File: src/rtl/clkbuf_oe_smbus.sv
module clkbuf_oe_smbus #(
  parameter logic [6:0] DEV_ADDR  = 7'b1101001,
  parameter int         HI_INDEX  = 6,
  parameter int         POS_W     = 4,
  parameter int         HI_W      = 5,
  parameter int         LO_W      = 8
) (
  input  logic                 clk,
  input  logic                 rst_n,
  input  logic                 scl_in,
  input  logic                 sda_in,
  output logic                 sda_pull,
  output logic [HI_W+LO_W-1:0] oe_vec
);

  localparam int HI_POS = HI_INDEX + 1;
  localparam int LO_POS = HI_INDEX + 2;
  localparam logic [POS_W-1:0] POS_MAX = '1;

  typedef enum logic [1:0] {ST_IDLE, ST_BITS, ST_HOLD, ST_ACK} st_t;

  logic [2:0] scl_p, sda_p;
  logic       scl_s, scl_q, sda_s, sda_q;
  logic       scl_rise, scl_fall, start_det, stop_det;

  st_t              st;
  logic [2:0]       bitcnt;
  logic [7:0]       shreg;
  logic [7:0]       nb;
  logic             addr_ph;
  logic             ack_ok;
  logic [POS_W-1:0] pos;
  logic [HI_W-1:0]  hi_r;
  logic [LO_W-1:0]  lo_r;

  always_ff @(posedge clk or negedge rst_n) begin
    if (!rst_n) begin
      scl_p <= '1;
      sda_p <= '1;
    end else begin
      scl_p <= {scl_p[1:0], scl_in};
      sda_p <= {sda_p[1:0], sda_in};
    end
  end

  assign scl_s = scl_p[1];
  assign scl_q = scl_p[2];
  assign sda_s = sda_p[1];
  assign sda_q = sda_p[2];

  assign scl_rise  = scl_s & ~scl_q;
  assign scl_fall  = ~scl_s & scl_q;
  assign start_det = scl_s & scl_q & sda_q & ~sda_s;
  assign stop_det  = scl_s & scl_q & ~sda_q & sda_s;

  assign nb     = {shreg[6:0], sda_s};
  assign oe_vec = {hi_r, lo_r};

  always_ff @(posedge clk or negedge rst_n) begin
    if (!rst_n) begin
      st       <= ST_IDLE;
      bitcnt   <= '0;
      shreg    <= '0;
      addr_ph  <= 1'b1;
      ack_ok   <= 1'b0;
      pos      <= '0;
      sda_pull <= 1'b0;
      hi_r     <= '1;
      lo_r     <= '1;
    end else if (start_det) begin
      st       <= ST_BITS;
      bitcnt   <= '0;
      addr_ph  <= 1'b1;
      pos      <= '0;
      sda_pull <= 1'b0;
    end else if (stop_det) begin
      st       <= ST_IDLE;
      bitcnt   <= '0;
      pos      <= '0;
      sda_pull <= 1'b0;
    end else begin
      case (st)
        ST_BITS: if (scl_rise) begin
          shreg  <= nb;
          bitcnt <= bitcnt + 3'd1;
          if (bitcnt == 3'd7) begin
            st     <= ST_HOLD;
            ack_ok <= addr_ph ? (nb[7:1] == DEV_ADDR && !nb[0]) : 1'b1;
          end
        end
        ST_HOLD: if (scl_fall) begin
          if (ack_ok) begin
            st       <= ST_ACK;
            sda_pull <= 1'b1;
            addr_ph  <= 1'b0;
            if (!addr_ph) begin
              if (pos == POS_W'(HI_POS)) hi_r <= shreg[HI_W-1:0];
              if (pos == POS_W'(LO_POS)) lo_r <= shreg[LO_W-1:0];
              if (pos != POS_MAX) pos <= pos + 1'b1;
            end
          end else begin
            st <= ST_IDLE;
          end
        end
        ST_ACK: if (scl_fall) begin
          sda_pull <= 1'b0;
          st       <= ST_BITS;
          bitcnt   <= '0;
        end
        default: ;
      endcase
    end
  end


  oe_at_ack_chk: assert property (@(posedge clk) disable iff (!rst_n)
    !$stable(oe_vec) |-> $rose(sda_pull));


  ack_scl_low_chk: assert property (@(posedge clk) disable iff (!rst_n)
    $rose(sda_pull) |-> !scl_s);


  rel_scl_low_chk: assert property (@(posedge clk) disable iff (!rst_n)
    $fell(sda_pull) |-> (!scl_s || $past(start_det) || $past(stop_det)));


  start_clr_chk: assert property (@(posedge clk) disable iff (!rst_n)
    start_det |=> (bitcnt == 3'd0 && pos == '0 && !sda_pull));


  idle_hold_chk: assert property (@(posedge clk) disable iff (!rst_n)
    (st == ST_IDLE && !start_det) |=> $stable(oe_vec));

endmodule

File: config.mk
export PLATFORM = sky130hd
export DESIGN_NAME = clkbuf_oe_smbus
export DESIGN_NICKNAME = d
export VERILOG_FILES = /design/src/rtl/clkbuf_oe_smbus.sv
export SDC_FILE = /design/constraint.sdc
export NUM_CORES = 1
export LEC_CHECK = 0
export BUFFER_PORTS_ARGS = -buffer_cell sky130_fd_sc_hd__buf_2
export CAP_MARGIN = 40
export CORE_MARGIN = 2
export CORE_UTILIZATION = 57
export CTS_CLUSTER_SIZE = 30
export DETAILED_ROUTE_END_ITERATION = 8
export PLACE_DENSITY_LB_ADDON = 0.25
export SLEW_MARGIN = 20
export SYNTH_ARGS = -nofsm -noshare
export SYNTH_HDL_FRONTEND = slang
export SYNTH_SLANG_ARGS = --single-unit
File: constraint.sdc
create_clock -name clk -period 2.4 [get_ports clk]
set_clock_uncertainty 0.05 [all_clocks]
set_input_delay 0.12 -clock clk [delete_from_list [all_inputs] [get_ports clk]]
set_output_delay 0.12 -clock clk [all_outputs]
set_load 0.01 [all_outputs]
==> out/metrics.yaml, run 1 <==
placement:
  gp_congestion: 0.877
  port-buffer-count: 17
  dp_hpwl_um: 2030
  dp_slack_ns: 0.332
pwr:
  p_seq_share_pct: 56.4
  p_int_mw: 1.17
  power_leakage_nw: 0.959
  switchingPower_mw: 0.441
  pwr-share-clk_pct: 28.7
  peakVddDrop_mv: 0.485
  total_power_mw: 1.61
  p_per_area_mw_per_mm2: 797
  switching_share_pct: 27.4
  pwr-share-comb_pct: 14.9
worst_setup_path:
  crit_slowest_cell: "and4b_1"
  critical_path.max_fanout: 9
  criticalPathCategory: "reg2reg"
  cp_num_buf_inv: 0
  worstSetupEndpointType: "flop"
  slowest_delay_ns: 0.56
  cp.required_ns: 2.64
  start_kind: "flop"
  crit_chain: "nor2b_2 > nor3b_4 > and4b_1 > mux2_4"
  crit_family: "simple AND/OR/NAND/NOR gates"
  cp.arrival_ns: 2.33
cts:
  cts-buffers-inserted: 5
  cts_tree: "built"
  root_buffer: "clkbuf_4"
  postCtsResizedCells: 0
  hold_buffers: 3
  clk-insertion-delay-late_ns: 0.35
  htreeDepth: 2
  cts_sinks: 39
  clkTransAtPathRegs_ns: 0.12
  cts_setup_buffers: 0
  cts_max_path_buffers: 2
floorplanning:
  row_count: 20
  dieHeight_um: 59.8
  start_util_pct: 59.1
  core_area_mm2: 0.00300
  die_area_mm2: 0.00357
  dieWidth_um: 59.8
  pin_count: 18
route:
  ant_nets: 0
  dr.pass1.iters: 4
  drt_first_iter_violations: 36
  drt-wirelength-per-cell_um: 16.0
  drc_errors: 0
  vias: 1070
  vias_per_cell: 5.78
  wl_um: 2960
final_layout:
  final_nets: 159
  drive_gt1_share_pct: 43.4
  diodes: 0
  final_util_pct: 67.1
  fill_cells: 228
  area_growth_pct: 13.6
global_routing:
  grt_max_degree: 40
  grt_usage_pct: 19.5
  antenna_found_initial: 0
  grt-ovfl-total: 0
  grt_pass1_wl_um: 5000
  grt_pass1_vias: 1064
timing:
  whs_ns: 0.0788
  hold_viol: 0
  setup_ws_ns: 0.312
  tightest_slew_ns: 0.519
  fin_crit_ns: 2.09
  slew_headroom_pct: 65.2
  finalSetupViolCount: 0
  drv_slew: 0
  fin_crit_sh_pct: 87.0
  max_freq_mhz: 479
  tns_ns: 0
  rsz0062_at_grt: "false"
synth:
  syn_nets: 134
  synth.avg_cell_area_um2: 14.1
  synth_seq_cells: 39
  synth_warnings: 0
  synth_cell_types: 37
  synth_cells: 126
  netlist_area_mm2: 0.00177
  ys_seq_area_share_pct: 56.4
job:
  drv_cap: 0
outcome:
  run_status: "finished, final reports clean"
min_path:
  hp-class: "in2async"
[cell families after synthesis]
| kind of cell | Yosys count | share of synthesized area (%) |
|---|---|---|
| AO/OA/AOI/OAI | 19 | 7.55 |
| XOR/XNOR | 2 | 0.987 |
| adder cells (fa/ha/maj) | 4 | 2.82 |
| buffers and inverters | 10 | 3.10 |
| flip-flops | 39 | 56.4 |
| multiplexers | 23 | 16.2 |
| AND/OR/NAND/NOR | 29 | 12.9 |
[power by group through the flow]
stage | Clock [mW] | Combinational (mW) | Sequential, mW
global route | 0.507 | 0.264 | 0.925
floorplan | 0 | 0.201 | 0.860
CTS | 0.472 | 0.240 | 0.903
finish | 0.461 | 0.240 | 0.906
detailed placement | 0 | 0.235 | 0.916
global placement | 0 | 0.220 | 0.905
[sequential cells by signal (all words and copies together) (netlist names)]
name      count
sda_p         3
hi_r          5
bitcnt        3
sda_pull      1
ack_ok        1
scl_p         3
addr_ph       1
st            2
pos           4
lo_r          8
shreg         8
[through the flow]
stage / instance area [um^2] / std cells
final: 2020 / 185
after global routing: 2020 / 185
after CTS: 2000 / 184
after detailed placement: 1880 / 173
after global placement: 1880 / 173
after floorplan: 1770 / 126
[per-layer routing]
layer | global-route usage (%) | vias to the layer above | wire (um)
li1 | - | 509 | -
met2 | 29.0 | 19 | 1380
met3 | 7.58 | 5 | 101
met5 | 0 | - | 0
met1 | 25.9 | 537 | 1420
met4 | 7.30 | 0 | 51
[cell usage in the layout (no fill, tap or decap), types with 3 or more instances in the layout]
| master | n |
|---|---|
| ha_1 | 4 |
| mux2_4 | 8 |
| nor2_1 | 7 |
| nand2b_1 | 3 |
| mux2_2 | 5 |
| mux2_1 | 9 |
| dfrtp_1 | 19 |
| buf_2 | 17 |
| dlygate4sd3_1 | 3 |
| clkbuf_4 | 5 |
| dfstp_2 | 20 |
| a21oi_1 | 6 |
| a22o_1 | 3 |
| and4b_1 | 3 |
| inv_1 | 5 |
[path summary, 6_finish.rpt]
path / start / endpoint / slack [ns] / cells past startpoint
worst max register to register: st[1] / lo_r[6] / 0.31 / 4
worst min-delay path: rst_n / pos[2] / 0.08 / 2
max in group asynchronous: rst_n / scl_p[1] / 1.76 / 3
min in group clk: scl_p[0] / scl_p[1] / 0.31 / 0
worst max-delay path: st[1] / lo_r[6] / 0.31 / 4
worst min register to register: scl_p[0] / scl_p[1] / 0.31 / 0
[Yosys cell counts]
| cell | instances | area, um^2 |
|---|---|---|
| nand2b_1 | 3 | 18.8 |
| dfrtp_1 | 19 | 475 |
| o311ai_0 | 1 | 8.76 |
| nor4b_1 | 1 | 8.76 |
| o22a_1 | 1 | 8.76 |
| nor2_1 | 7 | 26.3 |
| a311oi_1 | 1 | 8.76 |
| o31ai_1 | 1 | 7.51 |
| buf_4 | 2 | 15.0 |
| nor2b_2 | 1 | 8.76 |
| nand4_1 | 2 | 12.5 |
| mux2_1 | 9 | 101 |
| mux2_4 | 8 | 120 |
| or4b_1 | 1 | 10.0 |
| a41oi_1 | 1 | 8.76 |
| nand3b_4 | 1 | 20.0 |
| xnor2_1 | 2 | 17.5 |
| nor3_1 | 2 | 10.0 |
| nand2_1 | 1 | 3.75 |
| nand4b_1 | 1 | 8.76 |
| o21a_1 | 2 | 15.0 |
| nor2b_1 | 1 | 6.26 |
| a22o_1 | 3 | 26.3 |
| a211oi_1 | 1 | 7.51 |
| buf_6 | 1 | 11.3 |
| dfstp_2 | 20 | 526 |
| a31oi_1 | 2 | 12.5 |
| inv_1 | 5 | 18.8 |
| mux2i_1 | 1 | 10.0 |
| nor3b_4 | 2 | 37.5 |
| ha_1 | 4 | 50.1 |
| a21oi_1 | 6 | 30.0 |
| buf_2 | 2 | 10.0 |
| nand4b_2 | 1 | 15.0 |
| and3_1 | 2 | 12.5 |
| mux2_2 | 5 | 56.3 |
| and4b_1 | 3 | 30.0 |
[area by class of cell]
class                           instances  area, um^2  area share (%)
Clock buffer                            6        51.3            2.55
Clock inverter                          2        35.0            1.74
Inverter                                5        18.8           0.931
Multi-Input combinational cell         77         718            35.6
Sequential cell                        39        1000            49.7
Tap cell                               33        41.3            2.05
Timing Repair Buffer                   23         150            7.45
Power figures use the tool's default switching activity.
==> inputs of run 2 (changes only) <==
--- a/config.mk
+++ b/config.mk
@@ -11,6 +11,7 @@
 export CORE_UTILIZATION = 57
 export CTS_CLUSTER_SIZE = 30
 export DETAILED_ROUTE_END_ITERATION = 8
+export HOLD_SLACK_MARGIN = 0.02
 export PLACE_DENSITY_LB_ADDON = 0.25
 export SLEW_MARGIN = 20
 export SYNTH_ARGS = -nofsm -noshare
==> constraint.sdc (replaced) <==
create_clock -name clk -period 1.97 [get_ports clk]
set_clock_uncertainty 0.05 [all_clocks]
set_input_delay 0.0985 -clock clk [delete_from_list [all_inputs] [get_ports clk]]
set_output_delay 0.0985 -clock clk [all_outputs]
set_load 0.01 [all_outputs]
==> out/metrics.yaml, run 2 (synthesis results as in run 1) <==
global_routing:
  grtUsageMet2_pct: 28.1  # was 29.0%
  grt_max_degree: 40  # unchanged
  grt_usage_pct: 19.2  # was 19.5%
  grt_pass1_vias: 1067  # was 1064
  grt_pass1_wl_um: 4960  # was 5000 um
  grtUsageMet1_pct: 26.5  # was 25.9%
  antenna_found_initial: 0  # unchanged
  grt.busiest_layer: "met2"  # unchanged
  grt-ovfl-total: 0  # unchanged
  use_met3_pct: 4.76  # was 7.58%
cts:
  cts_setup_buffers: 0  # unchanged
  cts_tree: "built"  # unchanged
  clkTransAtPathRegs_ns: 0.10  # was 0.12 ns
  htreeDepth: 2  # unchanged
  cts_max_path_buffers: 2  # unchanged
  root_buffer: "clkbuf_4"  # unchanged
  clk-insertion-delay-late_ns: 0.33  # was 0.35 ns
  cts_sinks: 39  # unchanged
  postCtsResizedCells: 0  # unchanged
  cts-buffers-inserted: 5  # unchanged
worst_setup_path:
  start_kind: "flop"  # unchanged
  critical_path.max_fanout: 5  # was 9
  worstSetupEndpointType: "flop"  # unchanged
  cp.required_ns: 2.14  # was 2.64 ns
  criticalPathCategory: "reg2reg"  # unchanged
  cp.arrival_ns: 2.00  # was 2.33 ns
timing:
  fin_crit_ns: 1.83  # was 2.09 ns
  finalSetupViolCount: 0  # unchanged
  hold_viol: 0  # unchanged
  tightest_slew_ns: 0.438  # was 0.519 ns
  tns_ns: 0  # unchanged
  drv_slew: 0  # unchanged
  rsz0062_at_grt: "false"  # unchanged
  max_freq_mhz: 548  # was 479 MHz
  slew_headroom_pct: 70.6  # was 65.2%
  fin_crit_sh_pct: 92.7  # was 87.0%
  setup_ws_ns: 0.144  # was 0.312 ns
final_layout:
  drive_gt1_share_pct: 43.9  # was 43.4%
  diodes: 0  # unchanged
  final_nets: 162  # was 159
  final_cell_mix: "dfstp_2, dfrtp_1, buf_2, mux2_1, mux2_4"  # unchanged
  reg_top3: "lo_r x8, shreg x8, hi_r x5"  # unchanged
  final_common_cell: "dfstp_2"  # unchanged
  area_growth_pct: 14.5  # was 13.6%
route:
  dr.pass1.iters: 4  # unchanged
  wl_um: 2950  # was 2960 um
  drt_first_iter_violations: 25  # was 36
  vias_per_cell: 5.69  # was 5.78
  ant_nets: 0  # unchanged
  drt-wirelength-per-cell_um: 15.7  # was 16.0 um
  drc_errors: 0  # unchanged
  vias: 1069  # was 1070
floorplanning:
  start_util_pct: 59.1  # unchanged
  pin_count: 18  # unchanged
  row_count: 20  # unchanged
  core_area_mm2: 0.00300  # unchanged
  dieWidth_um: 59.8  # unchanged
  dieHeight_um: 59.8  # unchanged
  die_area_mm2: 0.00357  # unchanged
placement:
  dp_hpwl_um: 2100  # was 2030 um
  port-buffer-count: 17  # unchanged
  gp_congestion: 0.895  # was 0.877
  dp_slack_ns: 0.153  # was 0.332 ns
pwr:
  power_leakage_nw: 0.968  # was 0.959 nW
  peakVddDrop_mv: 0.602  # was 0.485 mV
  p_per_area_mw_per_mm2: 886  # was 797 mW/mm^2
job:
  drv_cap: 0  # unchanged
outcome:
  run_status: "finished, final reports clean"  # unchanged
min_path:
  hp-class: "in2async"  # unchanged
-- run 2: changes by cell type in the layout (fill, tap and decap cells not counted) --
cell / change
clkbuf_1: +1
buf_16: +1
bufinv_16: -1
buf_4: +2
-- run 2: worst max-delay path, cell delays in order (launching register included) --
cell and delay (ns):
dfrtp_1 0.40, ha_1 0.26, and3_1 0.18, or4b_1 0.58
xnor2_1 0.19, nor2_1 0.06
-- run 2: metal layers --
layer | wire, um | vias to the layer above
met5 | 0 | -
met4 | 50 | 0
met3 | 90 | 7
met2 | 1370 | 18
met1 | 1430 | 524
li1 | - | 520
-- run 2: area by class of cell --
cell class / instances / area (um^2)
flip-flops and latches: 39 / 1000
inverters: 5 / 18.8
clock inverters: 1 / 5.00
well taps: 33 / 41.3
repair buffers: 26 / 193
clock buffers: 7 / 55.1
fillers: 238 / 971
multi-input cells: 77 / 718
-- run 2: what timing repair did --
action	CTS	global route
setup endpoints to repair	0	0
hold buffers	3	0
endpoints found under the hold margin	21	0
-- run 2: power by group --
group          switching, mW  internal, mW  total, mW
Combinational          0.116         0.182      0.298
Clock                  0.232         0.173      0.405
Sequential             0.156         0.942       1.10
-- run 2: path summary, 6_finish.rpt --
kind                            startpoint       end  slack [ns]  cells past startpoint
worst min-delay path                 rst_n  shreg[5]        0.20                      2
worst max-delay path                pos[0]    pos[0]        0.14                      5
max in group asynchronous            rst_n   addr_ph        1.14                      3
worst min register to register    sda_p[0]  sda_p[1]        0.31                      0
min in group clk                  sda_p[0]  sda_p[1]        0.31                      0
worst max register to register      pos[0]    pos[0]        0.14                      5
-- run 2: per-stage QoR --
step	std cells	instance area, um^2	hold slack (ns)	utilization, %	total power [mW]
4_1_cts	187	2000	0.315	66.8	1.82
3_5_place_dp	176	1910	0.155	63.7	1.41
5_1_grt	188	2030	0.223	67.7	1.91
2_1_floorplan	126	1770	-0.247	-	1.29
6_report	188	2030	0.202	67.7	1.80
3_3_place_gp	176	1910	0.154	63.7	1.37
==> inputs of run 3 (changes only) <==
--- a/config.mk
+++ b/config.mk
@@ -5,10 +5,11 @@
 export SDC_FILE = /design/constraint.sdc
 export NUM_CORES = 1
 export LEC_CHECK = 0
+export ABC_AREA = 1
 export BUFFER_PORTS_ARGS = -buffer_cell sky130_fd_sc_hd__buf_2
-export CAP_MARGIN = 40
+export CAP_MARGIN = 20
 export CORE_MARGIN = 2
-export CORE_UTILIZATION = 57
+export CORE_UTILIZATION = 58
 export CTS_CLUSTER_SIZE = 30
 export DETAILED_ROUTE_END_ITERATION = 8
 export HOLD_SLACK_MARGIN = 0.02
==> out/metrics.yaml, run 3 <==
outcome:
  run_status: "finished, final reports clean"  # unchanged
pwr:
  pwr-share-clk_pct: 21.9  # was 22.5%
  total_power_mw: 1.79  # was 1.80 mW
  p_seq_share_pct: 54.7  # was 60.9%
  switchingPower_mw: 0.610  # was 0.504 mW
  switching_share_pct: 34.0  # was 28.0%
  power_leakage_nw: 0.965  # was 0.968 nW
  p_int_mw: 1.18  # was 1.30 mW
  p_per_area_mw_per_mm2: 879  # was 886 mW/mm^2
  peakVddDrop_mv: 0.558  # was 0.602 mV
  pwr-share-comb_pct: 23.3  # was 16.6%
synth:
  synth_top_cell_area_share_pct: 28.5  # was 29.6%
  synth_cells: 200  # was 126
  synth.avg_cell_area_um2: 9.23  # was 14.1 um^2
  synthTopCellsByCount: "nand2_1, inv_1, dfstp_2, dfrtp_1"  # was dfstp_2, dfrtp_1, mux2_1, mux2_4, nor2_1
  syn_nets: 208  # was 134
  synth_edf_count: 0  # unchanged
  ys_top_cells_by_area: "dfstp_2, dfrtp_1, nand2_1"  # was dfstp_2, dfrtp_1, mux2_4
  netlist_area_mm2: 0.00185  # was 0.00177 mm^2
  async_flop_share_pct: 100  # unchanged
  yosysTopAreaCell: "dfstp_2"  # unchanged
  post-synth-top-count-cell: "nand2_1"  # was dfstp_2
  synth_warnings: 0  # unchanged
  ys.flop_type: "dfstp_2"  # unchanged
  ys_seq_area_share_pct: 54.2  # was 56.4%
  synth_seq_cells: 39  # unchanged
  synth_cell_types: 23  # was 37
final_layout:
  final_area_mm2: 0.00204  # was 0.00203 mm^2
  area_growth_pct: 10.4  # was 14.5%
  final_util_pct: 66.8  # was 67.7%
  final_nets: 230  # was 162
  reg_top3: "lo_r x8, shreg x8, hi_r x5"  # unchanged
  final_common_cell: "nand2_1"  # was dfstp_2
  multi_input_comb_area_um2: 716  # was 718 um^2
  drive_gt1_share_pct: 31.4  # was 43.9%
  ff_latch_area_mm2: 0.00100  # unchanged
  diodes: 0  # unchanged
  stdcell_count: 267  # was 188
  fill_cells: 270  # was 238
  final_cell_mix: "nand2_1, inv_1, dfstp_2, dfrtp_1, buf_2"  # was dfstp_2, dfrtp_1, buf_2, mux2_1, mux2_4
worst_setup_path:
  reg2reg_depth: 7  # was 5
  cp.arrival_ns: 1.90  # was 2.00 ns
  timing.rr.end: "bitcnt[1]"  # was pos[0]
  worstSetupEndpointType: "flop"  # unchanged
  start_kind: "flop"  # unchanged
  cp.required_ns: 2.15  # was 2.14 ns
  r2r_slack_ns: 0.25  # was 0.14 ns
  criticalPathCategory: "reg2reg"  # unchanged
  setup.worst_path.start: "sda_p[1]"  # was pos[0]
  setup.worst_path.end: "bitcnt[1]"  # was pos[0]
  r2r_start: "sda_p[1]"  # was pos[0]
  critical_path.max_fanout: 14  # was 5
floorplanning:
  die_area_mm2: 0.00365  # was 0.00357 mm^2
  dieWidth_um: 60.4  # was 59.8 um
  dieHeight_um: 60.4  # was 59.8 um
  core_area_mm2: 0.00305  # was 0.00300 mm^2
  start_util_pct: 60.5  # was 59.1%
  row_count: 20  # unchanged
  pin_count: 18  # unchanged
route:
  drt-wirelength-per-cell_um: 11.8  # was 15.7 um
  wl_um: 3150  # was 2950 um
  ant_nets: 0  # unchanged
  drt_first_iter_violations: 70  # was 25
  drc_errors: 0  # unchanged
  vias: 1375  # was 1069
  vias_per_cell: 5.15  # was 5.69
  dr.pass1.iters: 4  # unchanged
timing:
  max_freq_mhz: 583  # was 548 MHz
  finalSetupViolCount: 0  # unchanged
  setup_ws_ns: 0.254  # was 0.144 ns
  slew_headroom_pct: 45.7  # was 70.6%
  whs_ns: 0.312  # was 0.202 ns
  rsz0062_at_grt: "false"  # unchanged
  drv_slew: 0  # unchanged
  tightest_slew_ns: 0.814  # was 0.438 ns
  hold_viol: 0  # unchanged
  fin_crit_ns: 1.72  # was 1.83 ns
  fin_crit_sh_pct: 87.1  # was 92.7%
  tns_ns: 0  # unchanged
global_routing:
  grt_pass1_wl_um: 5410  # was 4960 um
  grt-ovfl-total: 0  # unchanged
  grt_pass1_vias: 1285  # was 1067
  antenna_found_initial: 0  # unchanged
  grt_max_degree: 40  # unchanged
  grt_usage_pct: 20.1  # was 19.2%
cts:
  clkTransAtPathRegs_ns: 0.10  # about the same
  clk-insertion-delay-late_ns: 0.35  # was 0.33 ns
  cts_tree: "built"  # unchanged
  cts_sinks: 39  # unchanged
  cts_max_path_buffers: 2  # unchanged
  cts-buffers-inserted: 5  # unchanged
  root_buffer: "clkbuf_4"  # unchanged
  htreeDepth: 2  # unchanged
placement:
  port-buffer-count: 17  # unchanged
  dp_slack_ns: 0.207  # was 0.153 ns
  dp_hpwl_um: 2280  # was 2100 um
  gp_congestion: 0.830  # was 0.895
  dpl_cell_area_mm2: 0.00195  # was 0.00191 mm^2
  place_inst: 256  # was 176
job:
  drv_cap: 0  # unchanged
min_path:
  hp-class: "reg2reg"  # was in2async
[run 3: power by group through the flow]
| stage | logic (mW) | registers (mW) | clock network, mW |
|---|---|---|---|
| final | 0.418 | 0.982 | 0.393 |
| after global routing | 0.487 | 0.994 | 0.445 |
| after CTS | 0.416 | 0.976 | 0.410 |
| after detailed placement | 0.411 | 0.990 | 0 |
| after global placement | 0.389 | 0.988 | 0 |
| after floorplan | 0.346 | 0.963 | 0 |
[run 3: routing by layer]
metal	track usage (%)	share of wire (%)	vias to the layer above
met1	23.8	45	643
met5	0	0	-
met2	34.3	50	30
li1	-	-	698
met3	6.18	4.6	4
met4	7.76	0.73	0
[run 3: how the worst min path moves through the flow]
stage              from        to  slack [ns]  cells past startpoint
6_report       sda_p[0]  sda_p[1]        0.31                      0
5_1_grt          scl_in  scl_p[0]        0.31                      2
4_1_cts        sda_p[0]  sda_p[1]        0.31                      0
3_5_place_dp     scl_in  scl_p[0]        0.15                      1
3_3_place_gp     scl_in  scl_p[0]        0.15                      1
2_1_floorplan     rst_n    ack_ok       -0.25                      0
[run 3: cell type report]
class | count | share of cell area, %
sequential | 39 | 49.1
multi-input combinational | 131 | 35.1
timing repair buffer | 21 | 6.01
inverter | 24 | 4.48
tap | 44 | 2.70
clock buffer | 6 | 2.02
clock inverter | 2 | 0.613
[run 3: logic make-up after synthesis]
logic type	after synthesis	share of synthesized area (%)
simple gates	94	23.4
compound gates	32	11.6
flops	39	54.2
fa+ha+maj	4	2.71
xor+xnor	1	0.474
buf+inv	30	7.59
[run 3: worst max-delay path: stages, from the launching register on]
cell	delay, ns
dfstp_2	0.55
inv_1	0.08
nor2_1	0.10
nand2_1	0.29
nand3_1	0.30
nand3_2	0.12
nand2_1	0.07
nand2_1	0.05
[run 3: what timing repair did]
item / 4_1_cts / 5_1_grt
hold endpoints to repair: 21 / 0
gates resized for setup: 0 / 2
endpoints found under the setup margin: 0 / 2
setup buffers: 0 / 0
hold buffers: 3 / 0
